<file path="config.mk">
export PLATFORM = sky130hd
export DESIGN_NAME = nib_fcs_gen
export DESIGN_NICKNAME = d
export VERILOG_FILES = /design/src/rtl/fcs_pkg.sv /design/src/rtl/fcs_crc_step.sv /design/src/rtl/fcs_crc_reg.sv /design/src/rtl/fcs_tail.sv /design/src/rtl/nib_fcs_gen.sv
export SDC_FILE = /design/constraint.sdc
export NUM_CORES = 1
export LEC_CHECK = 0
export BUFFER_PORTS_ARGS = -buffer_cell sky130_fd_sc_hd__buf_2
export CORE_MARGIN = 4
export CORE_UTILIZATION = 60
export CTS_BUF_LIST = sky130_fd_sc_hd__clkbuf_16
export CTS_CLUSTER_SIZE = 16
export DETAILED_ROUTE_END_ITERATION = 8
export GPL_TIMING_DRIVEN = 0
export PLACE_DENSITY = 0.79
export RECOVER_POWER = 50
export SYNTH_ARGS = -nofsm -noshare
export SYNTH_HDL_FRONTEND = slang
export SYNTH_SLANG_ARGS = --single-unit
</file>
<file path="constraint.sdc">
create_clock -name clk -period 3 [get_ports clk]
set_clock_uncertainty 0.15 [all_clocks]
set_input_delay 0.6 -clock clk [delete_from_list [all_inputs] [get_ports clk]]
set_output_delay 0.6 -clock clk [all_outputs]
set_load 0.005 [all_outputs]
</file>
<file path="src/rtl/fcs_pkg.sv">
package fcs_pkg;

   typedef enum logic [0:0] {
      ST_OPEN = 1'b0,
      ST_TAIL = 1'b1
   } fcs_state_e;

endpackage

</file>
<file path="src/rtl/fcs_crc_step.sv">
module fcs_crc_step #(
   parameter int              CRC_W  = 32,
   parameter int              DATA_W = 4,
   parameter logic [CRC_W-1:0] POLY  = 32'h04C11DB7
) (
   input  logic [CRC_W-1:0]  crc_i,
   input  logic [DATA_W-1:0] dat_i,
   output logic [CRC_W-1:0]  crc_o
);

   if (DATA_W < 1) begin : g_bad_w
      $error("fcs_crc_step: DATA_W must be at least 1");
   end
   if (POLY[0] != 1'b1) begin : g_bad_poly
      $error("fcs_crc_step: generator must have its x^0 term");
   end

   logic [CRC_W-1:0] chain [DATA_W+1];

   assign chain[0] = crc_i;

   // One shift stage per data bit, bit 0 entering first.
   for (genvar g = 0; g < DATA_W; g++) begin : g_bit
      logic fb;
      assign fb           = dat_i[g] ^ chain[g][CRC_W-1];
      assign chain[g+1]   = {chain[g][CRC_W-2:0], 1'b0} ^ (fb ? POLY : '0);
   end

   assign crc_o = chain[DATA_W];

endmodule

</file>
<file path="src/rtl/fcs_crc_reg.sv">
module fcs_crc_reg #(
   parameter int               CRC_W  = 32,
   parameter int               DATA_W = 4,
   parameter logic [CRC_W-1:0] POLY   = 32'h04C11DB7,
   parameter logic [CRC_W-1:0] INIT   = '1
) (
   input  logic              clk,
   input  logic              rst,
   input  logic              load_en,
   input  logic              first_i,
   input  logic [DATA_W-1:0] dat_i,
   output logic [CRC_W-1:0]  crc_q
);

   logic [CRC_W-1:0] seed;
   logic [CRC_W-1:0] crc_nxt;

   // The first nibble of a frame is folded into the preset, not into old state.
   assign seed = first_i ? INIT : crc_q;

   fcs_crc_step #(
      .CRC_W  (CRC_W),
      .DATA_W (DATA_W),
      .POLY   (POLY)
   ) i_step (
      .crc_i (seed),
      .dat_i (dat_i),
      .crc_o (crc_nxt)
   );

   always_ff @(posedge clk) begin
      if (rst) begin
         crc_q <= INIT;
      end else if (load_en) begin
         crc_q <= crc_nxt;
      end
   end

   // without a load the register must not move
   p_crc_hold_r9: assert property (@(posedge clk) disable iff (rst)
      !load_en |=> $stable(crc_q))
      else $error("crc register changed without an accepted nibble");

endmodule

</file>
<file path="src/rtl/fcs_tail.sv">
module fcs_tail #(
   parameter int               CRC_W       = 32,
   parameter int               DATA_W      = 4,
   parameter logic [CRC_W-1:0] XOR_OUT     = '1,
   parameter bit               REFLECT_OUT = 1'b1,
   localparam int              N_TAIL      = CRC_W / DATA_W,
   localparam int              SEL_W       = (N_TAIL > 1) ? $clog2(N_TAIL) : 1
) (
   input  logic [CRC_W-1:0]  crc_i,
   input  logic [SEL_W-1:0]  sel_i,
   output logic [DATA_W-1:0] nib_o
);

   logic [CRC_W-1:0] inv;
   logic [CRC_W-1:0] fcs;

   assign inv = crc_i ^ XOR_OUT;

   if (REFLECT_OUT) begin : g_mirror
      for (genvar i = 0; i < CRC_W; i++) begin : g_bit
         assign fcs[i] = inv[CRC_W-1-i];
      end
   end else begin : g_straight
      assign fcs = inv;
   end

   // Slice k carries the least significant unsent bits.
   assign nib_o = fcs[sel_i*DATA_W +: DATA_W];

endmodule

</file>
<file path="src/rtl/nib_fcs_gen.sv">
module nib_fcs_gen #(
   parameter int               DATA_W      = 4,
   parameter int               CRC_W       = 32,
   parameter logic [CRC_W-1:0] POLY        = 32'h04C11DB7,
   parameter logic [CRC_W-1:0] INIT        = '1,
   parameter logic [CRC_W-1:0] XOR_OUT     = '1,
   parameter bit               REFLECT_OUT = 1'b1
) (
   input  logic              clk,
   input  logic              rst,
   input  logic              in_vld,
   input  logic              in_sof,
   input  logic              in_eof,
   input  logic [DATA_W-1:0] in_dat,
   output logic              in_rdy,
   output logic              out_vld,
   output logic [DATA_W-1:0] out_dat,
   output logic              out_last
);

   import fcs_pkg::*;

   localparam int             N_TAIL   = CRC_W / DATA_W;
   localparam int             CNT_W    = (N_TAIL > 1) ? $clog2(N_TAIL) : 1;
   localparam logic [CNT_W-1:0] CNT_LAST = CNT_W'(N_TAIL - 1);

   if (CRC_W % DATA_W != 0) begin : g_bad_split
      $error("nib_fcs_gen: CRC_W must be a multiple of DATA_W");
   end
   if (N_TAIL < 2) begin : g_bad_tail
      $error("nib_fcs_gen: FCS must span at least two output slices");
   end

   fcs_state_e       st;
   logic [CNT_W-1:0] cnt;
   logic             accept;
   logic [CRC_W-1:0] crc_q;
   logic [DATA_W-1:0] tail_nib;

   assign in_rdy = (st == ST_OPEN);
   assign accept = in_vld & in_rdy;

   fcs_crc_reg #(
      .CRC_W  (CRC_W),
      .DATA_W (DATA_W),
      .POLY   (POLY),
      .INIT   (INIT)
   ) i_crc (
      .clk     (clk),
      .rst     (rst),
      .load_en (accept),
      .first_i (in_sof),
      .dat_i   (in_dat),
      .crc_q   (crc_q)
   );

   fcs_tail #(
      .CRC_W       (CRC_W),
      .DATA_W      (DATA_W),
      .XOR_OUT     (XOR_OUT),
      .REFLECT_OUT (REFLECT_OUT)
   ) i_tail (
      .crc_i (crc_q),
      .sel_i (cnt),
      .nib_o (tail_nib)
   );

   always_ff @(posedge clk) begin
      if (rst) begin
         st       <= ST_OPEN;
         cnt      <= '0;
         out_vld  <= 1'b0;
         out_dat  <= '0;
         out_last <= 1'b0;
      end else begin
         case (st)
            ST_OPEN: begin
               out_vld  <= accept;
               out_dat  <= in_dat;
               out_last <= 1'b0;
               if (accept && in_eof) begin
                  st  <= ST_TAIL;
                  cnt <= '0;
               end
            end
            ST_TAIL: begin
               out_vld  <= 1'b1;
               out_dat  <= tail_nib;
               out_last <= (cnt == CNT_LAST);
               if (cnt == CNT_LAST) begin
                  st <= ST_OPEN;
               end else begin
                  cnt <= cnt + 1'b1;
               end
            end
            default: st <= ST_OPEN;
         endcase
      end
   end

   // accepted nibble forwarded next cycle
   p_pass_r2: assert property (@(posedge clk) disable iff (rst)
      accept |=> (out_vld && !out_last && out_dat == $past(in_dat)))
      else $error("accepted nibble not forwarded");

   // end of frame stalls the input
   p_eof_stall_r6: assert property (@(posedge clk) disable iff (rst)
      (accept && in_eof) |=> !in_rdy)
      else $error("input not stalled after end of frame");

   // the tail runs without gaps while input is stalled
   p_tail_cont_r4: assert property (@(posedge clk) disable iff (rst)
      !in_rdy |=> out_vld)
      else $error("gap in FCS output");

   // last marks the final tail slice, just as input reopens
   p_last_end_r5: assert property (@(posedge clk) disable iff (rst)
      out_last |-> (out_vld && in_rdy && $past(!in_rdy)))
      else $error("last asserted out of place");

   p_last_once_r5: assert property (@(posedge clk) disable iff (rst)
      out_last |=> !out_last)
      else $error("last held for more than one cycle");

endmodule

</file>
# Word level (Yosys, flattened, before mapping)
# Cells that the tools add are included.
dict set report classes {
  n_addsub 1
  multipliers 0
  div 0
  magnitude_cmp 0
  eq_ne 3
  shifts 1
  n_mux 14
  n_bitwise 11
  n_reduce_logical 2
}
# op count
set op_table {}
lappend op_table {{32-bit by 27-bit XOR with 32-bit output} 4}
lappend op_table {{27-bit two-way mux} 4}
lappend op_table {{32-bit two-way mux} 1}
lappend op_table {{32-bit NOT} 1}
lappend op_table {{32-bit by 6-bit indexed part select with 4-bit output} 1}
lappend op_table {{4-bit one-hot mux with 2 select lines} 1}
lappend op_table {{3-bit two-way mux} 2}
lappend op_table {{1-bit one-hot mux with 2 select lines} 3}
lappend op_table {{3-bit one-hot mux with 2 select lines} 1}
lappend op_table {{1-bit XOR} 4}
lappend op_table {{3-bit by 1-bit adder with 3-bit output (second input constant)} 1}
lappend op_table {{3-bit equality test (second input constant)} 1}
lappend op_table {{1-bit two-way mux} 2}
lappend op_table {{2-bit by 1-bit inequality test with 1-bit output (second input constant)} 1}
lappend op_table {{2-bit inequality test (second input constant)} 1}
lappend op_table {{2-bit AND reduction} 1}
lappend op_table {{1-bit AND} 1}
lappend op_table {{1-bit logical AND} 1}
lappend op_table {{1-bit NOT} 1}
dict set report totals {
  ff_bits 42
  latch_bits 0
  ramBits 0
  romBits 0
  inputBits 9
  output_inout_bits 7
  wordCells 38
  n_memories 0
}

# Logic depth before layout (Yosys ltp)
dict set report depth {
  ltp_word 13
  ltp_mapped 7
  ltp_nobuf 6
}

# Cells and area by module
# Synthesis repeated with hierarchy kept, for this count alone.
dict set report hier_totals {
  cells_unflattened 246
  area_unflattened_um2 2919.0
}
# module instances cells_per_inst area_each_um2 seq_area_each_um2
set modules_own_cells {}
lappend modules_own_cells {fcs_crc_reg 1 141 1437.6 640.6}
lappend modules_own_cells {fcs_crc_step 1 52 817.0 0.0}
lappend modules_own_cells {nib_fcs_gen 1 38 417.9 200.2}
lappend modules_own_cells {fcs_tail 1 15 246.5 0.0}

# Least setup slack after synthesis
# Ideal clock, no wire load.
dict set report synth_path {
  kind {in2reg}
  startpoint {in in_sof}
  endpoint {reg i_crc.crc_q[4]}
  setup_time_ns 0.136
  arrival_ns 1.823
  required_ns 2.714
  setup_slack_ns 0.891
  cell_stages 6
  path_buffers 1
  cell_sequence {buf_2 nor2_4 xnor2_4 xor3_2 xor2_1 a21oi_1}
}
dict set report synth_between {
  elab_chain_len 7
  word_cells_on_any_way 11
  cone_classes {mux: 4; bitwise: 7}
}
# item line
set synth_rtl {}
lappend synth_rtl {{start: declaration} nib_fcs_gen.sv:12} ;# input logic in_sof,
lappend synth_rtl {{32-bit two-way mux (*)} fcs_crc_reg.sv:19} ;# assign seed = first_i ? INIT : crc_q;
lappend synth_rtl {{1-bit XOR / 32-bit by 27-bit XOR with 32-bit output (equally long branches)} {fcs_crc_step.sv:25, fcs_crc_step.sv:26}}
lappend synth_rtl {{27-bit two-way mux, or another cell as far along} fcs_crc_step.sv:26} ;# assign chain[g+1] = {chain[g][CRC_W-2:0], 1'b0} ^ (fb ? POLY : '0);
lappend synth_rtl {{32-bit by 27-bit XOR with 32-bit output (*) (4 in a row)} fcs_crc_step.sv:26}
lappend synth_rtl {{end signal: assignment} fcs_crc_reg.sv:35} ;# crc_q <= crc_nxt;
lappend synth_rtl {{end: declaration} fcs_crc_reg.sv:12} ;# output logic [CRC_W-1:0] crc_q
# Every way passes the cells marked *; elsewhere a longest branch is shown, timed or not.
# A chain may end at the register's enable or synchronous reset.

# Worst setup path in the final report
dict set report layout_path {
  startpoint {reg i_crc.crc_q[29]}
  endpoint {reg i_crc.crc_q[12]}
}
dict set report layout_between {
  elab_chain_len 7
}
# item line
set layout_rtl {}
lappend layout_rtl {{32-bit two-way mux} fcs_crc_reg.sv:19}
lappend layout_rtl {{32-bit by 27-bit XOR with 32-bit output (2 in a row)} fcs_crc_step.sv:26}
lappend layout_rtl {{1-bit XOR} fcs_crc_step.sv:25} ;# assign fb = dat_i[g] ^ chain[g][CRC_W-1];
lappend layout_rtl {{27-bit two-way mux} fcs_crc_step.sv:26}
lappend layout_rtl {{32-bit by 27-bit XOR with 32-bit output (2 in a row)} fcs_crc_step.sv:26}
# Every way passes these cells.

==> results.txt <==
Result of the run = complete, no violations
Post-detailed-placement half-perimeter wirelength = 3.935 mm
Share of cell area taken by muxes after synthesis = 8.081%
Critical Path Source Type = flop
Share of Yosys cell area claimed by the top area cell type = 35.73%
Number of routed nets with antenna violations = 0
Yosys warning total = 0
Antenna diodes = 0
Die Footprint = 0.004989 mm^2
Die Y = 70.63 um
X dimension of the die = 70.63 um
Worst ir drop on vdd = 516.6 uV
Synth Area in Adders = 1.063%
Clock transition at the registers of the reported paths = 0.06 ns
Insertion delay of the later-clocked pin in the worst-skew pair = 0.29 ns
Most instantiated flip-flop cell in the synthesis netlist = sky130_fd_sc_hd__dfxtp_1
Maximum Capacitance Violations = 0
Number of global-route vias before repair = 1851
Critical path's most frequent cell = sky130_fd_sc_hd__xnor2_1
Fill count = 298
Routed wire length per instance = 17.06 um
Destination of the worst hold path = out_last
Top cells by area in the synthesized netlist = sky130_fd_sc_hd__dfxtp_1 36%, sky130_fd_sc_hd__xnor2_1 12%, sky130_fd_sc_hd__nor2_1 8.9%, sky130_fd_sc_hd__mux4_2 7.7%, sky130_fd_sc_hd__xor2_1 5.6%
R2R setup slack = 0.67 ns
Violation count after the first detailed-routing iteration = 209
Xor and xnor fraction of the mapped netlist area = 22.59%
Total negative setup slack = 0 ns
Startpoint of the worst hold path = st
Number of core rows = 22
Worst min-delay path category = reg2reg
CP delay by family, top = XOR/XNOR gates
Multi-input gate area in the final layout = 0.001388 mm^2
Layout Cells excl Fill = 327
First-pass GRT wire length = 9.432 mm
Weighted congestion at the end of routability-driven global placement = 0.9118
Critical Path Sink Type = flop
Cell taking the most area after synthesis = sky130_fd_sc_hd__dfxtp_1
Post-route cell area = 0.002611 mm^2
Most frequent cells after synthesis = 56 x sky130_fd_sc_hd__nor2_1, 42 x sky130_fd_sc_hd__dfxtp_1, 31 x sky130_fd_sc_hd__xnor2_1
Number of synthesized register bits = 42
Total Routed Length = 5.577 mm
Reg2reg path depth = 6
Core Footprint = 0.003716 mm^2
Register area = 840.8 um^2
Inserted Clock Buffers = 5
Placed standard-cell area = 0.002469 mm^2
Count of flip-flops with a built-in enable after synthesis = 0
Fraction of the mapped netlist area in compound gates = 13.40%
Data required, critical path = 3.07 ns
Proportion of synthesized chip area in sequential cells = 35.73%
Data arrival time of the critical path = 2.40 ns
Final slew viol count = 0
Normalized max-slew margin = 29.84%
Total instance count after detailed placement = 319
TritonCTS clock tree = built
Maximum frequency from static timing analysis = 0.4291 GHz
Area grow syn2layout = 10.95%
Number of iterations in the first detailed-routing pass = 4
Number of standard cells after synthesis = 260
Final setup fails = 0
Period Utilization, post-route = 77.69%
Post-Synth Simple-Gate Area = 14.62%
Top fanout value on the critical path = 6
Overall fraction of global-route tracks in use = 24.47%
Ordered cell list for the critical path = buf_2 > xnor2_1 > nor2_1 > xnor2_1 > xnor3_1 > a21oi_1
Fraction of layout cells with a size suffix above 1 = 12.90%
Mapped Avg Cell Area = 9.052 um^2
Minimum clock period after layout = 2.331 ns
Post-synth net total = 271
Leakage power of the design = 1.002 nW
Combined area of all synthesized cells = 0.002354 mm^2
Congestion Overflow GR = 0
Number of buffers and inverters on the critical path = 1
# DRC = 0
Number of cells on the worst hold path = 2
End of the worst register-to-register path = i_crc.crc_q[12]
Reg-to-Reg Start = i_crc.crc_q[29]
Hold Vio Cnt, Final = 0
Setup repair after global routing missed its margin = no
Maximum number of pins on one net before global-route repair = 14
Crit path kind = reg2reg
Setup Fix Bufs, Post-CTS = 0
Post-cts sizing count = 0
Count of hold buffers inserted by post-cts repair = 0
# clock sinks = 42
Number of buffers on the longest clock path = 2
Slew at the pin closest to its max-slew limit = 1.045 ns
Number of levels the H-tree was split into = 2
Initial Util = 63.33%
Total power after layout = 1.599 mW
Total power per unit cell area = 612.2 mW/mm^2
Post-synth cell types = 28
Critical-path top delay cell = sky130_fd_sc_hd__xnor2_1
Vias after detailed routing = 1899
Total Nets Final = 289
Dominant cell by count in the synthesized netlist = sky130_fd_sc_hd__nor2_1
Cell at the root of the clock tree = sky130_fd_sc_hd__clkbuf_16
Proportion of register bits with asynchronous set or reset after synthesis = 0%
Antenna violations before repair = 0
Combinational family with the most area after synthesis = XOR/XNOR gates
Peak per-stage delay on the critical path = 0.81 ns
Detailed-route vias per instance = 5.807
Input/output buffers = 11
Ports = 16
layer usage:
metal  up-vias  share of wire [%]  global-route usage [%]
met1       895                 43                   33.13
met5         -                  0                       0
met3        10                8.3                   5.682
met2        83                 47                   38.15
met4         0                1.8                   9.395
li1        911                  -                       -
sequential cells by signal (all words and copies together) (netlist names):
register	count
out_last	1
i_crc.crc_q	32
out_dat	4
out_vld	1
st	1
cnt	3
cell families after synthesis:
| kind of cell | after synthesis |
|---|---|
| AND/OR/NAND/NOR | 81 |
| AO/OA/AOI/OAI | 51 |
| XOR/XNOR | 51 |
| flip-flops | 42 |
| buffers and inverters | 24 |
| multiplexers | 9 |
| adder cells (fa/ha/maj) | 2 |
layout by cell type, fill, tap and decap left out:
cell / n
sky130_fd_sc_hd__nand3_1: 1
sky130_fd_sc_hd__nor3_1: 12
sky130_fd_sc_hd__a22oi_1: 1
sky130_fd_sc_hd__xnor3_1: 1
sky130_fd_sc_hd__dfxtp_1: 42
sky130_fd_sc_hd__buf_2: 15
sky130_fd_sc_hd__nor2_4: 1
sky130_fd_sc_hd__xnor2_1: 32
sky130_fd_sc_hd__clkbuf_16: 5
sky130_fd_sc_hd__buf_6: 1
sky130_fd_sc_hd__clkbuf_1: 17
sky130_fd_sc_hd__xnor2_4: 1
sky130_fd_sc_hd__clkinv_2: 2
sky130_fd_sc_hd__nor2_1: 56
sky130_fd_sc_hd__xnor3_4: 1
sky130_fd_sc_hd__bufinv_16: 1
sky130_fd_sc_hd__mux2i_1: 1
sky130_fd_sc_hd__ha_1: 2
sky130_fd_sc_hd__nor2b_1: 5
sky130_fd_sc_hd__nand2_1: 5
sky130_fd_sc_hd__a211o_1: 10
sky130_fd_sc_hd__inv_1: 1
sky130_fd_sc_hd__o21ai_0: 9
sky130_fd_sc_hd__xor3_2: 1
sky130_fd_sc_hd__mux4_2: 8
sky130_fd_sc_hd__o21bai_1: 4
sky130_fd_sc_hd__nand3b_1: 1
sky130_fd_sc_hd__a211oi_1: 4
sky130_fd_sc_hd__xor2_1: 15
sky130_fd_sc_hd__a21oi_1: 23
sky130_fd_sc_hd__buf_1: 1
metrics by stage:
stage	worst slack (ns)	util (%)	hold WS, ns
3_5_place_dp	0.6590	66.43	0.3267
5_1_grt	0.5431	70.27	0.3570
4_1_cts	0.9502	70.88	0.3350
6_report	0.6694	70.27	0.3365
3_3_place_gp	0.6404	66.43	0.3245
2_1_floorplan	0.8913	-	0.2987
worst max-delay path by stage:
stage	startpoint	end	slack [ns]	depth (start not counted)
after global routing	i_crc.crc_q[29]	i_crc.crc_q[12]	0.54	6
after floorplan	in_sof	i_crc.crc_q[4]	0.89	6
after CTS	in_sof	i_crc.crc_q[4]	0.95	6
after global placement	in_sof	i_crc.crc_q[4]	0.64	6
final	i_crc.crc_q[29]	i_crc.crc_q[12]	0.67	6
after detailed placement	in_sof	i_crc.crc_q[4]	0.66	6
tightest hold or removal path, cell delays in order (launching register included):
cell and delay [ns]:
sky130_fd_sc_hd__dfxtp_1 0.35, sky130_fd_sc_hd__nand2_1 0.07, sky130_fd_sc_hd__nor2_1 0.03
cell type report:
| cell class | count | area share, % |
|---|---|---|
| clock inverters | 3 | 1.533 |
| clock buffers | 5 | 4.792 |
| repair buffers | 11 | 2.012 |
| multi-input cells | 194 | 53.14 |
| inverters | 1 | 0.1437 |
| well taps | 48 | 2.300 |
| plain buffers | 23 | 3.881 |
| flip-flops and latches | 42 | 32.20 |
report_power, final:
group	internal, mW	leakage (nW)	total (mW)	switching (mW)
clock	0.389	0.0836	0.606	0.217
combinational	0.161	0.571	0.343	0.182
sequential	0.610	0.348	0.649	0.0390
Note: power is estimated with default switching activity, not from simulation.
